$ cat src/rtl/vic_pkg.sv
package vic_pkg;
  typedef enum logic [1:0] {
    SEL_ENABLE = 2'd0,
    SEL_SWPEND = 2'd1,
    SEL_GIE    = 2'd2
  } vic_sel_e;
endpackage

$ cat src/rtl/vic_capture.sv
module vic_capture #(
  parameter int NSRC = 8
) (
  input  logic            clk,
  input  logic            rst_n,
  input  logic [NSRC-1:0] dev_req,
  input  logic [NSRC-1:0] sw_set,
  input  logic [NSRC-1:0] clr,
  input  logic            nmi_line,
  input  logic            nmi_clr,
  output logic [NSRC-1:0] pend,
  output logic            nmi_pend
);
  logic [NSRC-1:0] pend_q, pend_d;
  logic            nmi_pend_q, nmi_pend_d;
  logic            nmi_prev_q;
  logic            nmi_edge;

  always_comb begin
    nmi_edge   = nmi_line & ~nmi_prev_q;
    pend_d     = (pend_q & ~clr) | dev_req | sw_set;
    nmi_pend_d = (nmi_pend_q & ~nmi_clr) | nmi_edge;
  end

  always_ff @(posedge clk or negedge rst_n) begin
    if (!rst_n) begin
      pend_q     <= '0;
      nmi_pend_q <= 1'b0;
      nmi_prev_q <= 1'b0;
    end else begin
      pend_q     <= pend_d;
      nmi_pend_q <= nmi_pend_d;
      nmi_prev_q <= nmi_line;
    end
  end

  assign pend     = pend_q;
  assign nmi_pend = nmi_pend_q;
endmodule

$ cat src/rtl/vic_arbiter.sv
module vic_arbiter #(
  parameter int NSRC  = 8,
  parameter int VEC_W = 4,
  parameter int LVL_W = 4,
  localparam int IDX_W = $clog2(NSRC)
) (
  input  logic [NSRC-1:0]  req,
  input  logic             nmi_req,
  output logic             any,
  output logic             is_nmi,
  output logic [IDX_W-1:0] idx,
  output logic [LVL_W-1:0] lvl,
  output logic [VEC_W-1:0] code
);
  always_comb begin
    any    = 1'b0;
    is_nmi = 1'b0;
    idx    = '0;
    lvl    = '0;
    code   = '0;
    for (int i = NSRC - 1; i >= 0; i--) begin
      if (req[i]) begin
        any  = 1'b1;
        idx  = IDX_W'(i);
        lvl  = LVL_W'(i + 1);
        code = VEC_W'(i);
      end
    end
    if (nmi_req) begin
      any    = 1'b1;
      is_nmi = 1'b1;
      lvl    = '0;
      code   = '1;
    end
  end
endmodule

$ cat src/rtl/vic_level_stack.sv
module vic_level_stack #(
  parameter int DEPTH = 4,
  parameter int LVL_W = 4,
  localparam int CNT_W = $clog2(DEPTH + 1),
  localparam int IDX_W = (DEPTH > 1) ? $clog2(DEPTH) : 1
) (
  input  logic             clk,
  input  logic             rst_n,
  input  logic             push,
  input  logic             pop,
  input  logic [LVL_W-1:0] din,
  output logic [LVL_W-1:0] top,
  output logic             full,
  output logic             empty
);
  logic [LVL_W-1:0] mem_q [DEPTH];
  logic [CNT_W-1:0] cnt_q, cnt_d;
  logic [IDX_W-1:0] wr_idx, rd_idx;

  always_comb begin
    wr_idx = cnt_q[IDX_W-1:0];
    rd_idx = IDX_W'(cnt_q - CNT_W'(1));
    cnt_d  = cnt_q;
    if (push)     cnt_d = cnt_q + CNT_W'(1);
    else if (pop) cnt_d = cnt_q - CNT_W'(1);
  end

  always_ff @(posedge clk or negedge rst_n) begin
    if (!rst_n) cnt_q <= '0;
    else        cnt_q <= cnt_d;
  end

  generate
    for (genvar g = 0; g < DEPTH; g++) begin : g_slot
      always_ff @(posedge clk or negedge rst_n) begin
        if (!rst_n)                                 mem_q[g] <= '0;
        else if (push && wr_idx == IDX_W'(g))       mem_q[g] <= din;
      end
    end
  endgenerate

  assign top   = mem_q[rd_idx];
  assign full  = (cnt_q == CNT_W'(DEPTH));
  assign empty = (cnt_q == '0);
endmodule

$ cat src/rtl/vic_irq_ctrl.sv
module vic_irq_ctrl #(
  parameter int NSRC      = 8,
  parameter int VEC_W     = 4,
  parameter int STK_DEPTH = 4,
  localparam int LVL_W    = $clog2(NSRC + 2),
  localparam int IDX_W    = $clog2(NSRC)
) (
  input  logic             clk,
  input  logic             rst_n,
  input  logic [NSRC-1:0]  dev_req_i,
  input  logic             nmi_i,
  input  logic             reg_wr_i,
  input  logic [1:0]       reg_sel_i,
  input  logic [NSRC-1:0]  reg_wdata_i,
  input  logic             ack_i,
  input  logic             eoi_i,
  output logic             irq_o,
  output logic [VEC_W-1:0] vec_o,
  output logic [LVL_W-1:0] cur_lvl_o,
  output logic             gie_o,
  output logic             err_o
);
  import vic_pkg::*;

  localparam logic [LVL_W-1:0] IDLE_LVL = LVL_W'(NSRC + 1);

  logic [NSRC-1:0]  mask_q, mask_d;
  logic             gie_q, gie_d;
  logic [LVL_W-1:0] lvl_q, lvl_d;
  logic             err_q, err_d;

  logic [NSRC-1:0]  pend, sw_set, clr, req_ok;
  logic             nmi_pend, nmi_clr;
  logic             win_any, win_nmi;
  logic [IDX_W-1:0] win_idx;
  logic [LVL_W-1:0] win_lvl, stk_top;
  logic [VEC_W-1:0] win_code;
  logic             stk_full, stk_empty;
  logic             accept, pop_ok;
  logic             wr_mask, wr_sw, wr_gie;

  always_comb begin
    wr_mask = reg_wr_i && (reg_sel_i == SEL_ENABLE);
    wr_sw   = reg_wr_i && (reg_sel_i == SEL_SWPEND);
    wr_gie  = reg_wr_i && (reg_sel_i == SEL_GIE);
    sw_set  = wr_sw ? reg_wdata_i : '0;
    req_ok  = pend & mask_q & {NSRC{gie_q}};
  end

  vic_capture #(.NSRC(NSRC)) u_capture (
    .clk      (clk),
    .rst_n    (rst_n),
    .dev_req  (dev_req_i),
    .sw_set   (sw_set),
    .clr      (clr),
    .nmi_line (nmi_i),
    .nmi_clr  (nmi_clr),
    .pend     (pend),
    .nmi_pend (nmi_pend)
  );

  vic_arbiter #(.NSRC(NSRC), .VEC_W(VEC_W), .LVL_W(LVL_W)) u_arbiter (
    .req     (req_ok),
    .nmi_req (nmi_pend),
    .any     (win_any),
    .is_nmi  (win_nmi),
    .idx     (win_idx),
    .lvl     (win_lvl),
    .code    (win_code)
  );

  always_comb begin
    irq_o   = win_any && (win_lvl < lvl_q) && !stk_full;
    accept  = ack_i && irq_o;
    pop_ok  = eoi_i && !accept && !stk_empty;
    nmi_clr = accept && win_nmi;
    clr     = (accept && !win_nmi) ? (NSRC'(1) << win_idx) : '0;
  end

  vic_level_stack #(.DEPTH(STK_DEPTH), .LVL_W(LVL_W)) u_stack (
    .clk   (clk),
    .rst_n (rst_n),
    .push  (accept),
    .pop   (pop_ok),
    .din   (lvl_q),
    .top   (stk_top),
    .full  (stk_full),
    .empty (stk_empty)
  );

  always_comb begin
    mask_d = wr_mask ? reg_wdata_i : mask_q;
    lvl_d  = lvl_q;
    gie_d  = gie_q;
    err_d  = eoi_i && !accept && stk_empty;
    if (wr_gie) gie_d = reg_wdata_i[0];
    if (accept) begin
      lvl_d = win_lvl;
      gie_d = 1'b0;
    end else if (pop_ok) begin
      lvl_d = stk_top;
      gie_d = 1'b1;
    end
  end

  always_ff @(posedge clk or negedge rst_n) begin
    if (!rst_n) begin
      mask_q <= '0;
      gie_q  <= 1'b0;
      lvl_q  <= IDLE_LVL;
      err_q  <= 1'b0;
    end else begin
      mask_q <= mask_d;
      gie_q  <= gie_d;
      lvl_q  <= lvl_d;
      err_q  <= err_d;
    end
  end

  assign vec_o     = win_code;
  assign cur_lvl_o = lvl_q;
  assign gie_o     = gie_q;
  assign err_o     = err_q;
endmodule

$ cat config.mk
export PLATFORM = sky130hd
export DESIGN_NAME = vic_irq_ctrl
export DESIGN_NICKNAME = d
export VERILOG_FILES = /design/src/rtl/vic_pkg.sv /design/src/rtl/vic_capture.sv /design/src/rtl/vic_arbiter.sv /design/src/rtl/vic_level_stack.sv /design/src/rtl/vic_irq_ctrl.sv
export SDC_FILE = /design/constraint.sdc
export NUM_CORES = 1
export LEC_CHECK = 0
export ABC_CLOCK_PERIOD_IN_PS = 2700
export BUFFER_PORTS_ARGS = -buffer_cell sky130_fd_sc_hd__buf_2
export CAP_MARGIN = 40
export CORE_MARGIN = 3
export CORE_UTILIZATION = 51
export CTS_CLUSTER_DIAMETER = 200
export DETAILED_ROUTE_END_ITERATION = 7
export GPL_ROUTABILITY_DRIVEN = 0
export GPL_TIMING_DRIVEN = 0
export PLACE_DENSITY = 0.71
export SYNTH_ARGS = -nofsm -noshare
export SYNTH_HDL_FRONTEND = slang
export SYNTH_HIERARCHICAL = 1
export SYNTH_SLANG_ARGS = --single-unit
$ cat constraint.sdc
create_clock -name clk -period 2.7 [get_ports clk]
set_input_delay 0.27 -clock clk [delete_from_list [all_inputs] [get_ports clk]]
set_output_delay 0.27 -clock clk [all_outputs]
set_load 0.02 [all_outputs]
; ---- After elaboration in Yosys (flattened, before gate mapping)
; Cells that the tools add are included.
[op_classes]
n_bitwise = 12
order_cmp = 2
shifts = 1
n_mux = 48
eq_ne = 6
reduce_logical = 24
n_addsub = 2
[op_table]
columns = operator, count
row1 = $mux W4, 14
row2 = $mux W3, 18
row3 = $and A8 B8 Y8, 3
row4 = $mux W8, 2
row5 = $or A8 B8 Y8, 2
row6 = $logic_and A1 B1 Y1, 15
row7 = $mux W1, 13
row8 = $bmux W4 S2, 1
row9 = $not A8 Y8, 1
row10 = $shl A1 B3 Y8 const A, 1
row11 = $eq A2 B2 Y1 const B, 3
row12 = $eq A2 B1 Y1 const B, 2
row13 = $logic_not A1 Y1, 4
row14 = $logic_not A2 Y1, 2
row15 = $lt A4 B4 Y1, 1
row16 = $add A3 B1 Y3 const B, 1
row17 = $eq A3 B3 Y1 const B, 1
row18 = $ge A3 B3 Y1 const B, 1
row19 = $logic_not A3 Y1, 1
row20 = $not A2 Y3, 1
row21 = $reduce_bool A3 Y1, 1
row22 = $sub A3 B1 Y3 const B, 1
row23 = $and A1 B1 Y1, 2
row24 = $not A1 Y1, 2
row25 = other kinds (2), 2
[word_totals]
word_cells = 107
out_inout_bits = 11
reg_bits = 43
inputBits = 24

; ---- Depth between registers and ports, before layout
; Gate-level depths: netlist (run 1).
[depth]
ltp_word = 21
mapped_depth = 12
ltp_nobuf = 11

; ---- Modules after synthesis
; Netlist (run 1), hierarchy kept.
[by_module_without_submodules]
columns = mod, instances, area_per_inst_um2, seq_area_each_um2, cells_per_inst
row1 = vic_level_stack, 1, 972.2, 475.5, 64
row2 = vic_irq_ctrl, 1, 914.6, 352.8, 90
row3 = vic_capture, 1, 370.4, 250.2, 37
row4 = vic_arbiter, 1, 183.9, 0.0, 30

; ---- Least setup slack after synthesis (run 1)
; OpenSTA, ideal clock, no wires.
[synth_path]
path_type = reg-to-output
startpoint = reg gie_q, in the netlist gie_o
endpoint = out irq_o
slack_ns = -0.466
required_ns = 2.430
stages_incl_launch_ff = 8
arrival_time_ns = 2.896
path_buffers = 0
path_cell_list = dfrtp_1 -> and3_1 -> or2_4 -> nor4_1 -> ha_1 -> o21ai_0 -> o21bai_1 -> a2111oi_0
[synth_between]
elab_cells_between_ends = 22
cone_classes = order compare (1) / mux (18) / bitwise (1) / reduce/logical (2)
[synth_lines]
columns = element, line
row1 = start: declaration, vic_irq_ctrl.sv:28  ; logic gie_q, gie_d;
row2 = start signal: assignment, vic_irq_ctrl.sv:114  ; gie_q <= gie_d;
row3 = $and A8 B8 Y8, vic_irq_ctrl.sv:47  ; req_ok = pend & mask_q & {NSRC{gie_q}};
row4 = named net req_ok[1], vic_irq_ctrl.sv:32  ; logic [NSRC-1:0] pend, sw_set, clr, req_ok;
row5 = $mux W4 (2 in series), vic_arbiter.sv:22  ; if (req[i]) begin
row6 = $mux W4, vic_arbiter.sv:29  ; if (nmi_req) begin
row7 = named net win_lvl[2], vic_irq_ctrl.sv:36  ; logic [LVL_W-1:0] win_lvl, stk_top;
row8 = $lt A4 B4 Y1, vic_irq_ctrl.sv:73  ; irq_o = win_any && (win_lvl < lvl_q) && !stk_full;
row9 = $logic_and A1 B1 Y1 (2 in series), vic_irq_ctrl.sv:73
row10 = end: declaration, vic_irq_ctrl.sv:17  ; output logic irq_o,
; The timed path passes the listed nets, and every way through them passes these cells.

; ---- Worst setup path after layout (run 1)
[layout_path]
startpoint = reg gie_q, in the netlist gie_o
endpoint = out irq_o
[layout_between]
elab_cells_between_ends = 22
cone_classes = order compare (1) / mux (18) / bitwise (1) / reduce/logical (2)
[layout_lines]
columns = element, line
row1 = $and A8 B8 Y8, vic_irq_ctrl.sv:47
row2 = named net req_ok[5], vic_irq_ctrl.sv:32
row3 = $mux W4 (6 in series), vic_arbiter.sv:22
row4 = $mux W4, vic_arbiter.sv:29
row5 = named net win_lvl[2], vic_irq_ctrl.sv:36
row6 = $lt A4 B4 Y1, vic_irq_ctrl.sv:73
row7 = $logic_and A1 B1 Y1 (2 in series), vic_irq_ctrl.sv:73
; The timed path passes the listed nets, and every way through them passes these cells.

==> results.toml, run 1 <==
[run_status]
status = "complete, but fails checks"
violations = "setup timing"

[clock_network]
htreeDepth = 2
clk_path_buf_depth = 2
clk_root_buffer_cell = "clkbuf_8"
insertion_delay_ns = 0.30
cts.clk_slew.worst_paths_ns = 0.08
clkSinkCount = 43
cts_buffers = 5
cts_tree = "done"

[cells_and_area]
drive_above_1_share_pct = 46.8
num_antenna_cells = 0
multiInputGateArea_um2 = 1480
final_nets = 312
register_area_um2 = 1080
nFillCells = 317
area_growth_pct = 30.2

[synth]
ys_warn_count = 6
syn_area_um2 = 2440
yosysMostFrequentCell = "dfrtp_1"
synth_commonest_cells = "dfrtp_1 (41), mux2_2 (28), nor2_1 (22)"
yosys.area.top_type_share_pct = 42.0
synth_edf_count = 0
synth-async-reset-ratio_pct = 100
synth_cell_types = 41
avgSynthCellArea_um2 = 11.0
synth_largest_area_cell = "dfrtp_1"
ys_seq_area_share_pct = 44.2
synthCells = 221
ys_ff_latch = 43
synth_top_flop_cell = "dfrtp_1"
synth_area_leaders = "dfrtp_1 (42%), mux2_2 (13%), ha_1 (4.6%)"
syn_nets = 254

[flow_run]
cap_violations = 0

[setup_path]
rrSetupSlack_ns = -0.03
setup.worst_path.start_class = "register"
max_stage_delay_ns = 0.46
ff2ff_path_depth = 12
critPathRequiredTime_ns = 2.43
crit_type = "register to primary output"
crit_chain = "buf_6 -> and3_4 -> nor4_4 -> nor4_4 -> ha_1 -> o21ai_2 -> o21bai_4 -> a2111oi_4 -> buf_4"
cp_slowest_cell = "dfrtp_2"
arrival_ns = 2.54
r2r_start = "gie_o"
endpoint_kind = "primary output"
r2r_end = "u_stack/mem_q[5]"
crit_path_max_fanout = 6
worst_path_most_repeated_cell = "nor4_4"

[sta]
drv_slew = 0
fin_worst_skew_ns = 0.00800
setup_slack_ns = -0.108
clock.fmax_mhz = 356
slew_headroom_pct = 56.0
rsz0062_at_grt = "true"
fin_hold_ws_ns = 0.0898
fin_crit_sh_pct = 104
finalCriticalPeriod_ns = 2.81
hold_violations = 0
tightest_slew_ns = 0.657
setup_viol_count_final = 13

[worst_hold_path]
holdPathStages = 1
min_path_type = "input pin to register"
holdPathEnd = "u_capture/nmi_prev_q"
hp-start = "nmi_i"

[die]
die_w_um = 75.2
start_util_pct = 54.6
coreArea_um2 = 4470
core.rowCount = 24
die-area_um2 = 5650
die_h_um = 75.2
ios = 35

[grt]
grt_max_degree = 29
grt_pass1_wl_um = 8670
antenna_found_initial = 0
grt_pass1_vias = 1824
grt.total_usage_pct = 20.4
globalRouteOverflowTotal = 0

[pwr]
powerDensity_nw_per_um2 = 1050
internal_power_mw = 2.00
static-leakage-power_nw = 1.52
combPwrFrac_pct = 58.0
clockPowerShare_pct = 12.3
power_mw = 3.33
seqPwrFrac_pct = 29.7
sw_frac_of_total_pct = 39.9
switchingPower_mw = 1.33
peakVddDrop_v = 0.000552

[route]
vias_per_cell = 5.52
dr_total_vias = 1834
wire_per_inst_um = 16.6
drt_iter0_drc = 128
dr.pass1.iters = 4
antenna_left = 0
drc_errors = 0
wirelength_um = 5500

[placed_design]
pre_cts_ws_ns = -0.354
hpwlAfterDp_um = 3600
io_buffers = 34
## layer usage
layer | track usage, % | vias up | part of all wire, %
met3 | 4.01 | 13 | 3.5
li1 | - | 887 | -
met1 | 25.8 | 893 | 44
met2 | 35.3 | 41 | 51
met5 | 0 | - | 0
met4 | 6.21 | 0 | 1.8
## worst max-delay path by stage
stage           from          endpoint  slack, ns  cells past startpoint
2_1_floorplan  gie_o  u_stack/cnt_q[1]       0.01                     11
3_3_place_gp   gie_o  u_stack/cnt_q[1]      -0.28                     11
3_5_place_dp   gie_o  u_stack/cnt_q[1]      -0.35                     11
4_1_cts        gie_o             irq_o      -0.12                      9
5_1_grt        gie_o             irq_o      -0.21                      9
6_report       gie_o             irq_o      -0.11                      9
## cells in the final DEF (no fill, tap or decap), types with 3 or more instances in the layout
master    synthesis  layout
and2_1           11      11
nand3b_1          3       3
and3_1           12       4
nand2_8           0       3
nor2_1           22      20
ha_1              9       8
o21ai_0           5       3
inv_1            19      19
mux2_2           28      16
and3_4            0       6
and4_1            4       4
mux2_4            0      12
nor3b_2           2       3
buf_4             2      16
clkbuf_8          0       5
nand2_1           9       8
buf_2             0      33
mux4_2            4       4
dfrtp_1          41      39
o21ai_1           8       8
## state kept, by name, summed over array words and instances, names as in the netlist
| register | cells |
|---|---|
| u_capture/nmi_pend | 1 |
| mask_q | 8 |
| u_capture/nmi_prev_q | 1 |
| u_stack/cnt_q | 3 |
| u_capture/pend | 8 |
| err_o | 1 |
| u_stack/mem_q | 16 |
| gie_o | 1 |
| cur_lvl_o | 4 |
## power by group through the flow
stage	combinational [mW]	clock (mW)	sequential, mW
CTS	1.75	0.420	0.979
global placement	1.35	0	0.978
global route	2.08	0.438	1.02
floorplan	1.05	0	0.980
detailed placement	1.37	0	0.983
finish	1.93	0.408	0.987
## kinds of logic after synthesis
logic type,count (synthesis),synth area share [%]
fa+ha+maj,9,4.61
mux,33,17.0
xor+xnor,1,0.359
compound gates,29,8.71
flops,43,44.2
simple gates,82,20.2
buf+inv,24,4.92
## timing repair
item | CTS | global route
gates cloned | 1 | 0
endpoints found under the setup margin | 26 | 26
hold endpoints to repair | 15 | 0
pin swaps | 9 | 7
gates resized for setup | 40 | 10
buffers inserted | 8 | 6
hold buffers | 1 | 0
## through the flow
| stage | utilization (%) | cells | cell area [µm²] | setup TNS, ns |
|---|---|---|---|---|
| 2_1_floorplan | - | 221 | 2480 | 0 |
| 3_3_place_gp | 60.6 | 307 | 2710 | -4.41 |
| 3_5_place_dp | 61.1 | 308 | 2730 | -5.15 |
| 4_1_cts | 68.9 | 326 | 3080 | -0.662 |
| 5_1_grt | 71.0 | 332 | 3180 | -2.02 |
| 6_report | 71.0 | 332 | 3180 | -0.395 |
## cell type report
type,count,area share [%]
plain buffers,5,1.93
clock buffers,6,2.28
clock inverters,2,0.394
inverters,19,2.24
multi-input cells,154,46.4
flip-flops and latches,43,34.0
well taps,52,2.05
repair buffers,51,10.7
## critical path: cells and delay by family (launching register included)
family,cells,cell delay [ns]
compound gates,3,0.50
fa+ha+maj,1,0.31
buf+inv,2,0.33
simple gates,3,0.63
flops,1,0.46
(Power assumes the default switching activity.)
==> inputs of run 2 (changes only) <==
==> constraint.sdc (replaced) <==
create_clock -name clk -period 2.7 [get_ports clk]
set_input_delay 0.27 -clock clk [delete_from_list [all_inputs] [get_ports clk]]
set_output_delay 0.27 -clock clk [all_outputs]
set_load 0.1 [all_outputs]
==> results.toml, run 2 (same netlist as run 1, synthesis figures left out) <==
[clock_network]
clkSinkCount = 43
cts.clk_slew.worst_paths_ns = 0.09
insertion_delay_ns = 0.30
cts_buffers = 5
cts_tree = "done"
clk_path_buf_depth = 2
clk_root_buffer_cell = "clkbuf_8"
htreeDepth = 2

[route]
wire_per_inst_um = 15.9
wl_met2_um = 2400
dr.pass1.iters = 4
vias_per_cell = 5.49
drc_errors = 0
dr_total_vias = 1794
drt_iter0_drc = 76
antenna_left = 0
top_layer = "met4"
wl_met1_um = 2480
wl_met3_um = 252
wirelength_um = 5200

[sta]
fin_crit_sh_pct = 108
setup_slack_ns = -0.229
clock.fmax_mhz = 341
hold_violations = 0
slew_headroom_pct = 53.0
tightest_slew_ns = 0.701
fin_hold_ws_ns = 0.0875
rsz0062_at_grt = "true"
fin_worst_skew_ns = 0.00705
setup_viol_count_final = 29
drv_slew = 0
finalCriticalPeriod_ns = 2.93

[setup_path]
arrival_ns = 2.66
setup.worst_path.start_class = "register"
startpoint = "gie_o"
endpoint_kind = "primary output"
crit_type = "register to primary output"
crit_path_max_fanout = 6
r2r_start = "gie_o"
critPathRequiredTime_ns = 2.43

[cells_and_area]
final_cell_mix = "dfrtp_1 (40), buf_2 (32), mux2_2 (27)"
final_common_cell = "dfrtp_1"
num_antenna_cells = 0
stdcell_count = 327
largest_register_ffs = 16
final_nets = 307
nFillCells = 340
regMostFlops = "u_stack/mem_q"
drive_above_1_share_pct = 47.3
area_growth_pct = 27.7

[pwr]
peakVddDrop_v = 0.000727
powerDensity_nw_per_um2 = 1170
static-leakage-power_nw = 1.50

[die]
die_w_um = 75.2
coreArea_um2 = 4470
ios = 35
die-area_um2 = 5650
core.rowCount = 24
start_util_pct = 54.6
die_h_um = 75.2

[grt]
antenna_found_initial = 0
grt_pass1_vias = 1789
globalRouteOverflowTotal = 0
grt_max_degree = 23
grt_pass1_wl_um = 8560
grt.total_usage_pct = 20.3

[run_status]
status = "complete, but fails checks"
violations = "setup timing"

[placed_design]
io_buffers = 34
hpwlAfterDp_um = 3840
pre_cts_ws_ns = -0.254
dp.cells = 308

[flow_run]
cap_violations = 0

[worst_hold_path]
min_path_type = "input pin to register"
hp-start = "nmi_i"
-- run 2: cell types whose count changed in the layout (fill, tap and decap cells not counted), moves of 3 or more --
cell,delta
mux2_2,+11
mux2_4,-11
buf_4,-9
buf_6,+6
and3_4,+3
nand2_4,+3
nand2_8,-3
-- run 2: final cells by class --
type	instances	area, µm²	share of cell area (%)
tap	52	65.1	2.09
buffer	5	52.6	1.69
sequential	43	1080	34.7
clock buffer	5	68.8	2.21
timing repair buffer	46	330	10.6
multi-input combinational	154	1420	45.7
inverter	19	71.3	2.29
clock inverter	3	23.8	0.762
-- run 2: per-stage QoR --
stage / cell area, µm² / util, % / power [mW] / TNS (ns)
global route: 3120 / 69.7 / 3.89 / -5.71
global placement: 2810 / 62.8 / 2.89 / -2.69
detailed placement: 2840 / 63.4 / 2.93 / -3.66
finish: 3120 / 69.7 / 3.66 / -3.12
floorplan: 2570 / - / 2.58 / -3.96
CTS: 3070 / 68.6 / 3.61 / -1.63
-- run 2: final timing paths --
| check | end | slack [ns] | cells past startpoint |
|---|---|---|---|
| worst max-delay path | irq_o | -0.23 | 8 |
| worst min-delay path | u_capture/nmi_prev_q | 0.09 | 1 |
| worst max register to register | u_stack/cnt_q[1] | -0.17 | 12 |
| worst min register to register | u_capture/nmi_pend | 0.43 | 1 |
| max in group asynchronous | cur_lvl_o[3] | 1.65 | 3 |
| min in group asynchronous | gie_o | 0.48 | 2 |
-- run 2: power breakdown --
part	leakage [nW]	internal [mW]	total, mW	switching (mW)
clock network	0.0408	0.185	0.419	0.235
logic	0.942	0.938	2.27	1.33
registers	0.515	0.829	0.978	0.149
-- run 2: worst max-delay path, cell delays in order, from the launching register on --
cell       delay, ns
dfrtp_4         0.54
and3_4          0.22
nor4_4          0.40
nor4_4          0.08
ha_1            0.30
o21ai_2         0.08
o21bai_4        0.13
a2111oi_4       0.33
buf_6           0.28
-- run 2: routing by layer --
metal | track usage [%] | vias up
li1 | - | 879
met1 | 28.7 | 869
met2 | 31.8 | 40
met3 | 4.14 | 6
met4 | 5.83 | 0
met5 | 0 | -
-- run 2: what timing repair did --
action,in CTS,in global routing
gates resized for setup,14,10
cloned,1,0
hold buffers,1,0
hold endpoints to repair,20,0
setup endpoints to repair,23,28
pin swaps,6,2
buffers inserted,8,2
==> inputs of run 3 (changes only) <==
--- a/config.mk
+++ b/config.mk
@@ -15,6 +15,7 @@
 export GPL_ROUTABILITY_DRIVEN = 0
 export GPL_TIMING_DRIVEN = 0
 export PLACE_DENSITY = 0.71
+export SKIP_LAST_GASP = 1
 export SYNTH_ARGS = -nofsm -noshare
 export SYNTH_HDL_FRONTEND = slang
 export SYNTH_HIERARCHICAL = 1
==> results.toml, run 3 (same netlist as run 1, synthesis figures left out) <==
[run_status]
status = "complete, but fails checks"
violations = "setup timing"

[clock_network]
htreeDepth = 2
clk_root_buffer_cell = "clkbuf_8"
cts_buffers = 5
clk_path_buf_depth = 2
cts.clk_slew.worst_paths_ns = 0.09
clkSinkCount = 43
insertion_delay_ns = 0.30
cts_tree = "done"

[grt]
antenna_found_initial = 0
grt.total_usage_pct = 20.3
grt_max_degree = 23
globalRouteOverflowTotal = 0
grt_pass1_wl_um = 8560
grt_pass1_vias = 1789

[cells_and_area]
stdcell_count = 327
drive_above_1_share_pct = 47.3
regMostFlops = "u_stack/mem_q"
largest_register_ffs = 16
stdcell_area_um2 = 3100
area_growth_pct = 27.1
final_cell_mix = "dfrtp_1 (40), buf_2 (32), mux2_2 (28)"
final_nets = 307
nFillCells = 343
final_common_cell = "dfrtp_1"
num_antenna_cells = 0

[setup_path]
crit_type = "register to primary output"
max_stage_delay_ns = 0.53
cp_slowest_cell = "dfrtp_4"
path_buf_inv = 1
setup.worst_path.start_class = "register"
crit_path_max_fanout = 6
r2r_end = "u_stack/cnt_q[1]"
cp.depth = 8
crit_chain = "and3_4 -> nor4_4 -> nor4_4 -> ha_1 -> o21ai_2 -> o21bai_4 -> a2111oi_4 -> buf_6"
arrival_ns = 2.67
worst_path_most_repeated_cell = "nor4_4"
r2r_start = "gie_o"
rrSetupSlack_ns = -0.13
ff2ff_path_depth = 12
endpoint_kind = "primary output"
critPathRequiredTime_ns = 2.43
path_delay_family = "simple AND/OR/NAND/NOR gates"

[route]
dr.pass1.iters = 4
drt_iter0_drc = 92
drc_errors = 0
wire_per_inst_um = 15.7
dr_total_vias = 1799
antenna_left = 0
vias_per_cell = 5.50
wirelength_um = 5130

[die]
core.rowCount = 24
die-area_um2 = 5650
coreArea_um2 = 4470
start_util_pct = 54.6
ios = 35
die_w_um = 75.2
die_h_um = 75.2

[sta]
drv_slew = 0
fin_worst_skew_ns = 0.00587
rsz0062_at_grt = "true"
setup_slack_ns = -0.238
hold_violations = 0
clock.fmax_mhz = 340
fin_hold_ws_ns = 0.0882
tightest_slew_ns = 0.689
finalCriticalPeriod_ns = 2.94
slew_headroom_pct = 53.9
setup_viol_count_final = 23
fin_crit_sh_pct = 109

[placed_design]
io_buffers = 34
dpl_cell_area_um2 = 2840
hpwlAfterDp_um = 3840
dp.cells = 308

[pwr]
combPwrFrac_pct = 61.6
powerDensity_nw_per_um2 = 1170
internal_power_mw = 1.94
seqPwrFrac_pct = 26.9
peakVddDrop_v = 0.000748
switchingPower_mw = 1.69
clockPowerShare_pct = 11.5
static-leakage-power_nw = 1.50
sw_frac_of_total_pct = 46.6

[worst_hold_path]
min_path_type = "input pin to register"
hp-start = "nmi_i"
holdPathStages = 1
holdPathEnd = "u_capture/nmi_prev_q"

[flow_run]
cap_violations = 0
run 3: cell counts in the layout (fill, tap and decap cells not counted):
No cell type changed its count.
run 3: routing by layer:
metal	up-vias	part of all wire, %	GRT usage (%)
met5	-	0	0
met4	0	1.6	5.83
met3	9	5.3	4.14
met2	44	45	31.8
met1	863	48	28.7
li1	883	-	-
run 3: worst max-delay path by stage:
| stage | start | endpoint | slack, ns |
|---|---|---|---|
| floorplan | gie_o | irq_o | -0.53 |
| global placement | gie_o | u_stack/cnt_q[1] | -0.20 |
| detailed placement | gie_o | u_stack/cnt_q[1] | -0.25 |
| CTS | gie_o | irq_o | -0.22 |
| global route | gie_o | irq_o | -0.35 |
| finish | gie_o | irq_o | -0.24 |
run 3: stage by stage:
stage	TNS [ns]	power [mW]	utilization [%]	worst slack, ns
6_report	-2.29	3.64	69.3	-0.238
5_1_grt	-5.22	3.86	69.3	-0.354
4_1_cts	-1.64	3.61	68.6	-0.216
3_5_place_dp	-3.66	2.93	63.4	-0.254
3_3_place_gp	-2.69	2.89	62.8	-0.205
2_1_floorplan	-3.96	2.58	-	-0.531
run 3: power groups by stage:
stage | Combinational [mW] | Clock (mW) | Sequential, mW
floorplan | 1.39 | 0 | 1.20
global placement | 1.90 | 0 | 0.986
detailed placement | 1.93 | 0 | 0.996
CTS | 2.20 | 0.435 | 0.978
global route | 2.39 | 0.469 | 1.00
finish | 2.24 | 0.419 | 0.978
run 3: cell type report:
type	count	area, µm²	area share, %
Buffer	5	52.6	1.69
Inverter	19	71.3	2.30
Clock buffer	5	68.8	2.22
Sequential cell	43	1080	34.9
Multi-Input combinational cell	154	1410	45.4
Timing Repair Buffer	46	330	10.6
Clock inverter	3	23.8	0.766
Tap cell	52	65.1	2.10
run 3: timing repair:
item,4_1_cts,5_1_grt
endpoints found under the setup margin,23,28
pin swaps,5,2
hold endpoints to repair,20,0
resized for setup,14,8
hold buffers,1,0
setup buffers,8,2
gates cloned,1,0
